## src/rtl/rxq_pkg.sv

```systemverilog
package rxq_pkg;
   // Threshold lookup shared by the top and its properties.
   function automatic int unsigned trig_level(
      input logic [1:0]  sel,
      input int unsigned l0,
      input int unsigned l1,
      input int unsigned l2,
      input int unsigned l3);
      case (sel)
         2'd0:    return l0;
         2'd1:    return l1;
         2'd2:    return l2;
         default: return l3;
      endcase
   endfunction
endpackage

```

## src/rtl/rxq_ring.sv

```systemverilog
module rxq_ring #(
   parameter int unsigned DEPTH = 16,
   parameter int unsigned DW    = 8,
   localparam int unsigned PTR_W = (DEPTH > 1) ? $clog2(DEPTH) : 1,
   localparam int unsigned CNT_W = $clog2(DEPTH + 1)
) (
   input  logic             clk,
   input  logic             rst_n,
   input  logic             clr,
   input  logic             push,
   input  logic [DW-1:0]    din,
   input  logic             pop,
   output logic [DW-1:0]    dout,
   output logic [CNT_W-1:0] count,
   output logic             full
);
   localparam logic [PTR_W-1:0] LAST = PTR_W'(DEPTH - 1);

   logic [DW-1:0]    mem [DEPTH];
   logic [PTR_W-1:0] head, tail, head_inc, tail_inc;

   generate
      if ((DEPTH & (DEPTH - 1)) == 0) begin : g_pow2
         always_comb begin
            head_inc = head + 1'b1;
            tail_inc = tail + 1'b1;
         end
      end else begin : g_mod
         always_comb begin
            head_inc = (head == LAST) ? '0 : head + 1'b1;
            tail_inc = (tail == LAST) ? '0 : tail + 1'b1;
         end
      end
   endgenerate

   assign full = (count == CNT_W'(DEPTH));
   assign dout = (count == '0) ? '1 : mem[tail];

   always_ff @(posedge clk) begin
      if (push) mem[head] <= din;
   end

   always_ff @(posedge clk or negedge rst_n) begin
      if (!rst_n) begin
         head  <= '0;
         tail  <= '0;
         count <= '0;
      end else if (clr) begin
         head  <= '0;
         tail  <= '0;
         count <= '0;
      end else begin
         if (push) head <= head_inc;
         if (pop)  tail <= tail_inc;
         count <= count + CNT_W'(push) - CNT_W'(pop);
      end
   end

   AST_NO_OVERFLOW: assert property (@(posedge clk) disable iff (!rst_n)
      count <= CNT_W'(DEPTH));
   AST_NO_UNDERFLOW: assert property (@(posedge clk) disable iff (!rst_n)
      (pop && !clr) |-> (count != '0));
endmodule

```

## src/rtl/rxq_idle_timer.sv

```systemverilog
module rxq_idle_timer #(
   parameter int unsigned LIMIT = 15,
   localparam int unsigned TW = $clog2(LIMIT + 1)
) (
   input  logic clk,
   input  logic rst_n,
   input  logic arm,
   input  logic cancel,
   input  logic tick,
   output logic fire
);
   logic [TW-1:0] remain;

   assign fire = tick && (remain == TW'(1)) && !arm && !cancel;

   always_ff @(posedge clk or negedge rst_n) begin
      if (!rst_n)                       remain <= '0;
      else if (cancel)                  remain <= '0;
      else if (arm)                     remain <= TW'(LIMIT);
      else if (tick && remain != '0)    remain <= remain - 1'b1;
   end

   AST_TMO_RANGE: assert property (@(posedge clk) disable iff (!rst_n)
      remain <= TW'(LIMIT));
   AST_FIRE_ONCE: assert property (@(posedge clk) disable iff (!rst_n)
      fire |=> (remain == '0));
   AST_CANCEL_IDLE: assert property (@(posedge clk) disable iff (!rst_n)
      cancel |=> !fire);
endmodule

```

## src/rtl/rx_trig_fifo.sv

```systemverilog
module rx_trig_fifo #(
   parameter int unsigned DEPTH        = 16,
   parameter int unsigned DW           = 8,
   parameter int unsigned TIMEOUT_BITS = 15,
   parameter int unsigned TRIG0        = 1,
   parameter int unsigned TRIG1        = 4,
   parameter int unsigned TRIG2        = 8,
   parameter int unsigned TRIG3        = 14,
   localparam int unsigned CNT_W = $clog2(DEPTH + 1)
) (
   input  logic             clk,
   input  logic             rst_n,
   input  logic             rx_valid,
   input  logic [DW-1:0]    rx_data,
   input  logic             rx_enable,
   input  logic             pop,
   output logic [DW-1:0]    pop_data,
   input  logic [1:0]       trig_sel,
   input  logic             fifo_clear,
   input  logic             rxi_en,
   input  logic             bit_tick,
   output logic             data_ready,
   output logic             rx_irq,
   output logic [CNT_W-1:0] fill_count
);
   import rxq_pkg::*;

   generate
      if (DEPTH < 2)
         $error("rx_trig_fifo: DEPTH must be at least 2");
      if (TRIG0 < 1 || TRIG3 > DEPTH || TRIG0 > TRIG1 || TRIG1 > TRIG2 || TRIG2 > TRIG3)
         $error("rx_trig_fifo: thresholds must rise within 1..DEPTH");
      if (TIMEOUT_BITS < 1)
         $error("rx_trig_fifo: TIMEOUT_BITS must be nonzero");
   endgenerate

   logic             full, push_ok, pop_ok, reach, fire, arm, cancel;
   logic [CNT_W-1:0] cnt_after, trig;

   always_comb trig = CNT_W'(trig_level(trig_sel, TRIG0, TRIG1, TRIG2, TRIG3));

   assign push_ok   = rx_valid && rx_enable && !full && !fifo_clear;
   assign pop_ok    = pop && (fill_count != '0) && !fifo_clear;
   assign cnt_after = fill_count + CNT_W'(push_ok) - CNT_W'(pop_ok);
   assign reach     = push_ok && (cnt_after >= trig);
   assign arm       = push_ok && !reach;
   assign cancel    = fifo_clear || (reach && rxi_en);

   rxq_ring #(.DEPTH(DEPTH), .DW(DW)) ring_i (
      .clk(clk), .rst_n(rst_n), .clr(fifo_clear),
      .push(push_ok), .din(rx_data), .pop(pop_ok),
      .dout(pop_data), .count(fill_count), .full(full));

   rxq_idle_timer #(.LIMIT(TIMEOUT_BITS)) timer_i (
      .clk(clk), .rst_n(rst_n), .arm(arm), .cancel(cancel),
      .tick(bit_tick), .fire(fire));

   always_ff @(posedge clk or negedge rst_n) begin
      if (!rst_n)                                data_ready <= 1'b0;
      else if (fifo_clear)                       data_ready <= 1'b0;
      else if (reach || fire)                    data_ready <= 1'b1;
      else if (pop_ok && cnt_after < trig)       data_ready <= 1'b0;
   end

   always_ff @(posedge clk or negedge rst_n) begin
      if (!rst_n)                rx_irq <= 1'b0;
      else if (!rxi_en)          rx_irq <= 1'b0;
      else if (reach || fire)    rx_irq <= 1'b1;
   end

   AST_CLEAR_EMPTIES: assert property (@(posedge clk) disable iff (!rst_n)
      fifo_clear |=> (fill_count == '0 && !data_ready));
   AST_IRQ_GATED: assert property (@(posedge clk) disable iff (!rst_n)
      !rxi_en |=> !rx_irq);
   AST_DISABLED_HOLD: assert property (@(posedge clk) disable iff (!rst_n)
      (!rx_enable && !pop && !fifo_clear) |=> (fill_count == $past(fill_count)));
   AST_EMPTY_POP: assert property (@(posedge clk) disable iff (!rst_n)
      (pop && fill_count == '0 && !(rx_valid && rx_enable)) |=> (fill_count == '0));
   AST_REACH_READY: assert property (@(posedge clk) disable iff (!rst_n)
      (rx_valid && rx_enable && !pop && !fifo_clear && fill_count < CNT_W'(DEPTH)
       && ({1'b0, fill_count} + 1'b1) >= {1'b0, trig}) |=> data_ready);
   AST_POP_DECR: assert property (@(posedge clk) disable iff (!rst_n)
      (pop && fill_count != '0 && !(rx_valid && rx_enable) && !fifo_clear)
      |=> (fill_count == $past(fill_count) - 1'b1));
endmodule

```

## config.mk

```make
export PLATFORM = sky130hd
export DESIGN_NAME = rx_trig_fifo
export DESIGN_NICKNAME = d
export VERILOG_FILES = /design/src/rtl/rxq_pkg.sv /design/src/rtl/rxq_ring.sv /design/src/rtl/rxq_idle_timer.sv /design/src/rtl/rx_trig_fifo.sv
export SDC_FILE = /design/constraint.sdc
export NUM_CORES = 1
export LEC_CHECK = 0
export BUFFER_PORTS_ARGS = -buffer_cell sky130_fd_sc_hd__buf_2
export CAP_MARGIN = 20
export CORE_MARGIN = 5
export CORE_UTILIZATION = 65
export CTS_CLUSTER_SIZE = 40
export DETAILED_ROUTE_END_ITERATION = 10
export PLACE_DENSITY = 0.84
export SLEW_MARGIN = 15
export SYNTH_ARGS = -nofsm -noshare
export SYNTH_HDL_FRONTEND = slang
export SYNTH_SLANG_ARGS = --single-unit
```

## constraint.sdc

```tcl
create_clock -name clk -period 5 [get_ports clk]
set_clock_uncertainty 0.1 [all_clocks]
set_input_delay 0.75 -clock clk [delete_from_list [all_inputs] [get_ports clk]]
set_output_delay 0.75 -clock clk [all_outputs]
set_load 0.1 [all_outputs]
```

==> results.txt <==
Final Setup Violations = 0
CTS H-tree depth = 4
Pins over their slew limit = 0
Max Freq = 256 MHz
Routed len/inst = 25.3 um
Setup Buffers After CTS = 0
Drt drc = 0
Max VDD drop = 0.520 mV
Buf/Inv on CP = 2
Boundary Pins = 33
Syn. warnings = 0
CP Class = flip-flop to output port
Final WL = 13500 um
Final WS setup = 1.10 ns
Power Total = 4.09 mW
Initial Utilization = 67.2%
Syn avg cell area = 17.9 um2
Met1 global-route usage = 31.7%
Placed cell count = 499
M3 GR Usage = 5.31%
Synth Flop Type = edfxtp_1
Status = finished clean
Die area = 11700 um2
Max Cap Viol = 0
Headroom to the max-slew limit = 33.3%
CTS root buf = clkbuf_8
Post-synth cell types = 43
CP top delay family = buffers and inverters
PwrDens = 572 nW/um2
Area contributors post-synth = edfxtp_1, mux4_2, dfrtp_1
Setup TNS = 0 ns
Worst setup EP type = output port
Finished Layout Cells = 531
Core area = 9330 um2
Smallest hold slack = 0.0620 ns
TritonCTS clock tree = built
Cell Area, Synth = 6270 um2
DRC violation total after the first TritonRoute iteration = 360
N_diodes = 0
M2 GR Usage = 41.7%
Clk_lat worst skew = 0.53 ns
Crit start category = flip-flop
Leak Pwr = 2.46 nW
Grt ovf = 0
Ys async rst share = 12.9%
Fillers = 505
CP Data Arrival Time = 3.05 ns
Worst Path Max Fanout = 19
Die Y = 108 um
Post-synth top area cell = edfxtp_1
Area share of the largest cell type after synthesis = 61.3%
Number of global-route vias before repair = 3578
Number of antenna violations at the first check in global routing = 0
Flops & latches, synth = 147
Total Routing Usage GR = 24.5%
Global route hottest layer = met2
Final HPWL DP = 7560 um
Final GP Congestion = 0.850
Clock sinks = 147
CTS Buffer Depth = 2
Register Area = 4320 um2
Count leader, synth = edfxtp_1
Synth top cells by count = edfxtp_1, mux4_2, nor2_1
Layout cells sized above 1 = 25.6%
Layout Utilization = 76.6%
I/O Buffers = 32
Worst Hold Class = primary input to asynchronous set/reset pin
Cell Rows = 35
WP data required = 4.15 ns
Post-Syn Instances = 350
Die Width = 108 um
First-pass GRT wire length = 20200 um
Period minus WS final = 3.90 ns
Area Growth Syn to Fin = 14.0%
First-pass DRT Iterations = 5
Placed cell areas = 6510 um2
EDFF count, synth = 128
Crit-path slowest cell = dfrtp_2
Via density = 6.41
Worst-path clk slew = 0.06 ns
CTS Buf Count = 17
Syn Nets = 386
Multi-input gate area = 1790 um2
Tcrit/Tclk final = 78.0%
Crit-path max cell delay = 0.76 ns
DRT antenna net count = 0
RSZ-0062 raised after global routing = no
Critical path, cell by cell = buf_4 -> mux4_2 -> mux2i_1 -> a22oi_1 -> buf_2
Final instance area = 7150 um2
Post_cts resized = 0
Largest net degree at the start of global routing = 36
Post-synthesis sequential area ratio = 68.9%
Final hold violations = 0
Nets = 426
Hold buffer count at cts = 0
Via count = 3402
Slew @ Worst Pin = 0.996 ns
Dpl ws = 1.41 ns
[cell families (layout without fill, tap and decap cells)]
family / count (synthesis) / count (layout) / share of synthesized area, %
compound gates: 32 / 32 / 3.93
xor+xnor: 12 / 12 / 1.68
fa+ha+maj: 18 / 18 / 3.71
buf+inv: 32 / 84 / 2.65
flops: 147 / 147 / 68.9
mux: 49 / 49 / 14.3
simple gates: 60 / 60 / 4.87
[per-layer routing]
metal | routed length (um) | up-vias
li1 | - | 1442
met1 | 5040 | 1738
met2 | 7180 | 197
met3 | 946 | 25
met4 | 294 | 0
met5 | 0 | -
[cells in the final DEF (no fill, tap or decap), types with 2 or more instances in the layout]
| cell | instances |
|---|---|
| inv_1 | 19 |
| mux2i_1 | 16 |
| nand2_1 | 12 |
| dfrtp_1 | 17 |
| and2_1 | 10 |
| a21o_1 | 3 |
| nor2b_1 | 3 |
| nor2_1 | 22 |
| nand4_1 | 2 |
| buf_2 | 32 |
| o211ai_1 | 2 |
| dfrtp_2 | 2 |
| clkinvlp_4 | 3 |
| nand3_1 | 3 |
| xor2_1 | 6 |
| xnor2_1 | 6 |
| a22oi_1 | 8 |
| bufinv_16 | 4 |
| nor4b_1 | 2 |
| ha_1 | 17 |
| a21oi_1 | 10 |
| edfxtp_1 | 128 |
| inv_6 | 6 |
| mux4_2 | 31 |
| clkbuf_16 | 16 |
[worst paths after layout]
| kind | start | slack, ns | cells after the start | end |
|---|---|---|---|---|
| hold / removal | rst_n | 0.06 | 1 | timer_i.remain[3] |
| min in group clk | rxi_en | 0.36 | 2 | rx_irq |
| setup / recovery | ring_i.tail[0] | 1.10 | 5 | pop_data[5] |
| max in group asynchronous | rst_n | 4.39 | 1 | ring_i.tail[0] |
| setup reg to reg | ring_i.count[3] | 1.42 | 15 | data_ready |
| hold reg to reg | rx_irq | 0.41 | 1 | rx_irq |
[state kept, by name (all words and copies together) (netlist names)]
name / flops
data_ready: 1
ring_i.count: 5
ring_i.head: 4
ring_i.mem: 128
ring_i.tail: 4
rx_irq: 1
timer_i.remain: 4
[cell type report]
cell class | instances | area share, %
Sequential cell | 147 | 60.4
Multi-Input combinational cell | 171 | 25.0
Clock buffer | 17 | 5.79
Clock inverter | 14 | 2.80
Timing Repair Buffer | 34 | 2.73
Tap cell | 129 | 2.26
Inverter | 19 | 0.998
[power by group]
part	internal, mW	total [mW]	switching (mW)
clock	0.817	1.35	0.528
sequential	1.38	1.49	0.109
combinational	0.413	1.25	0.839
Note: power is estimated with default switching activity, not from simulation.
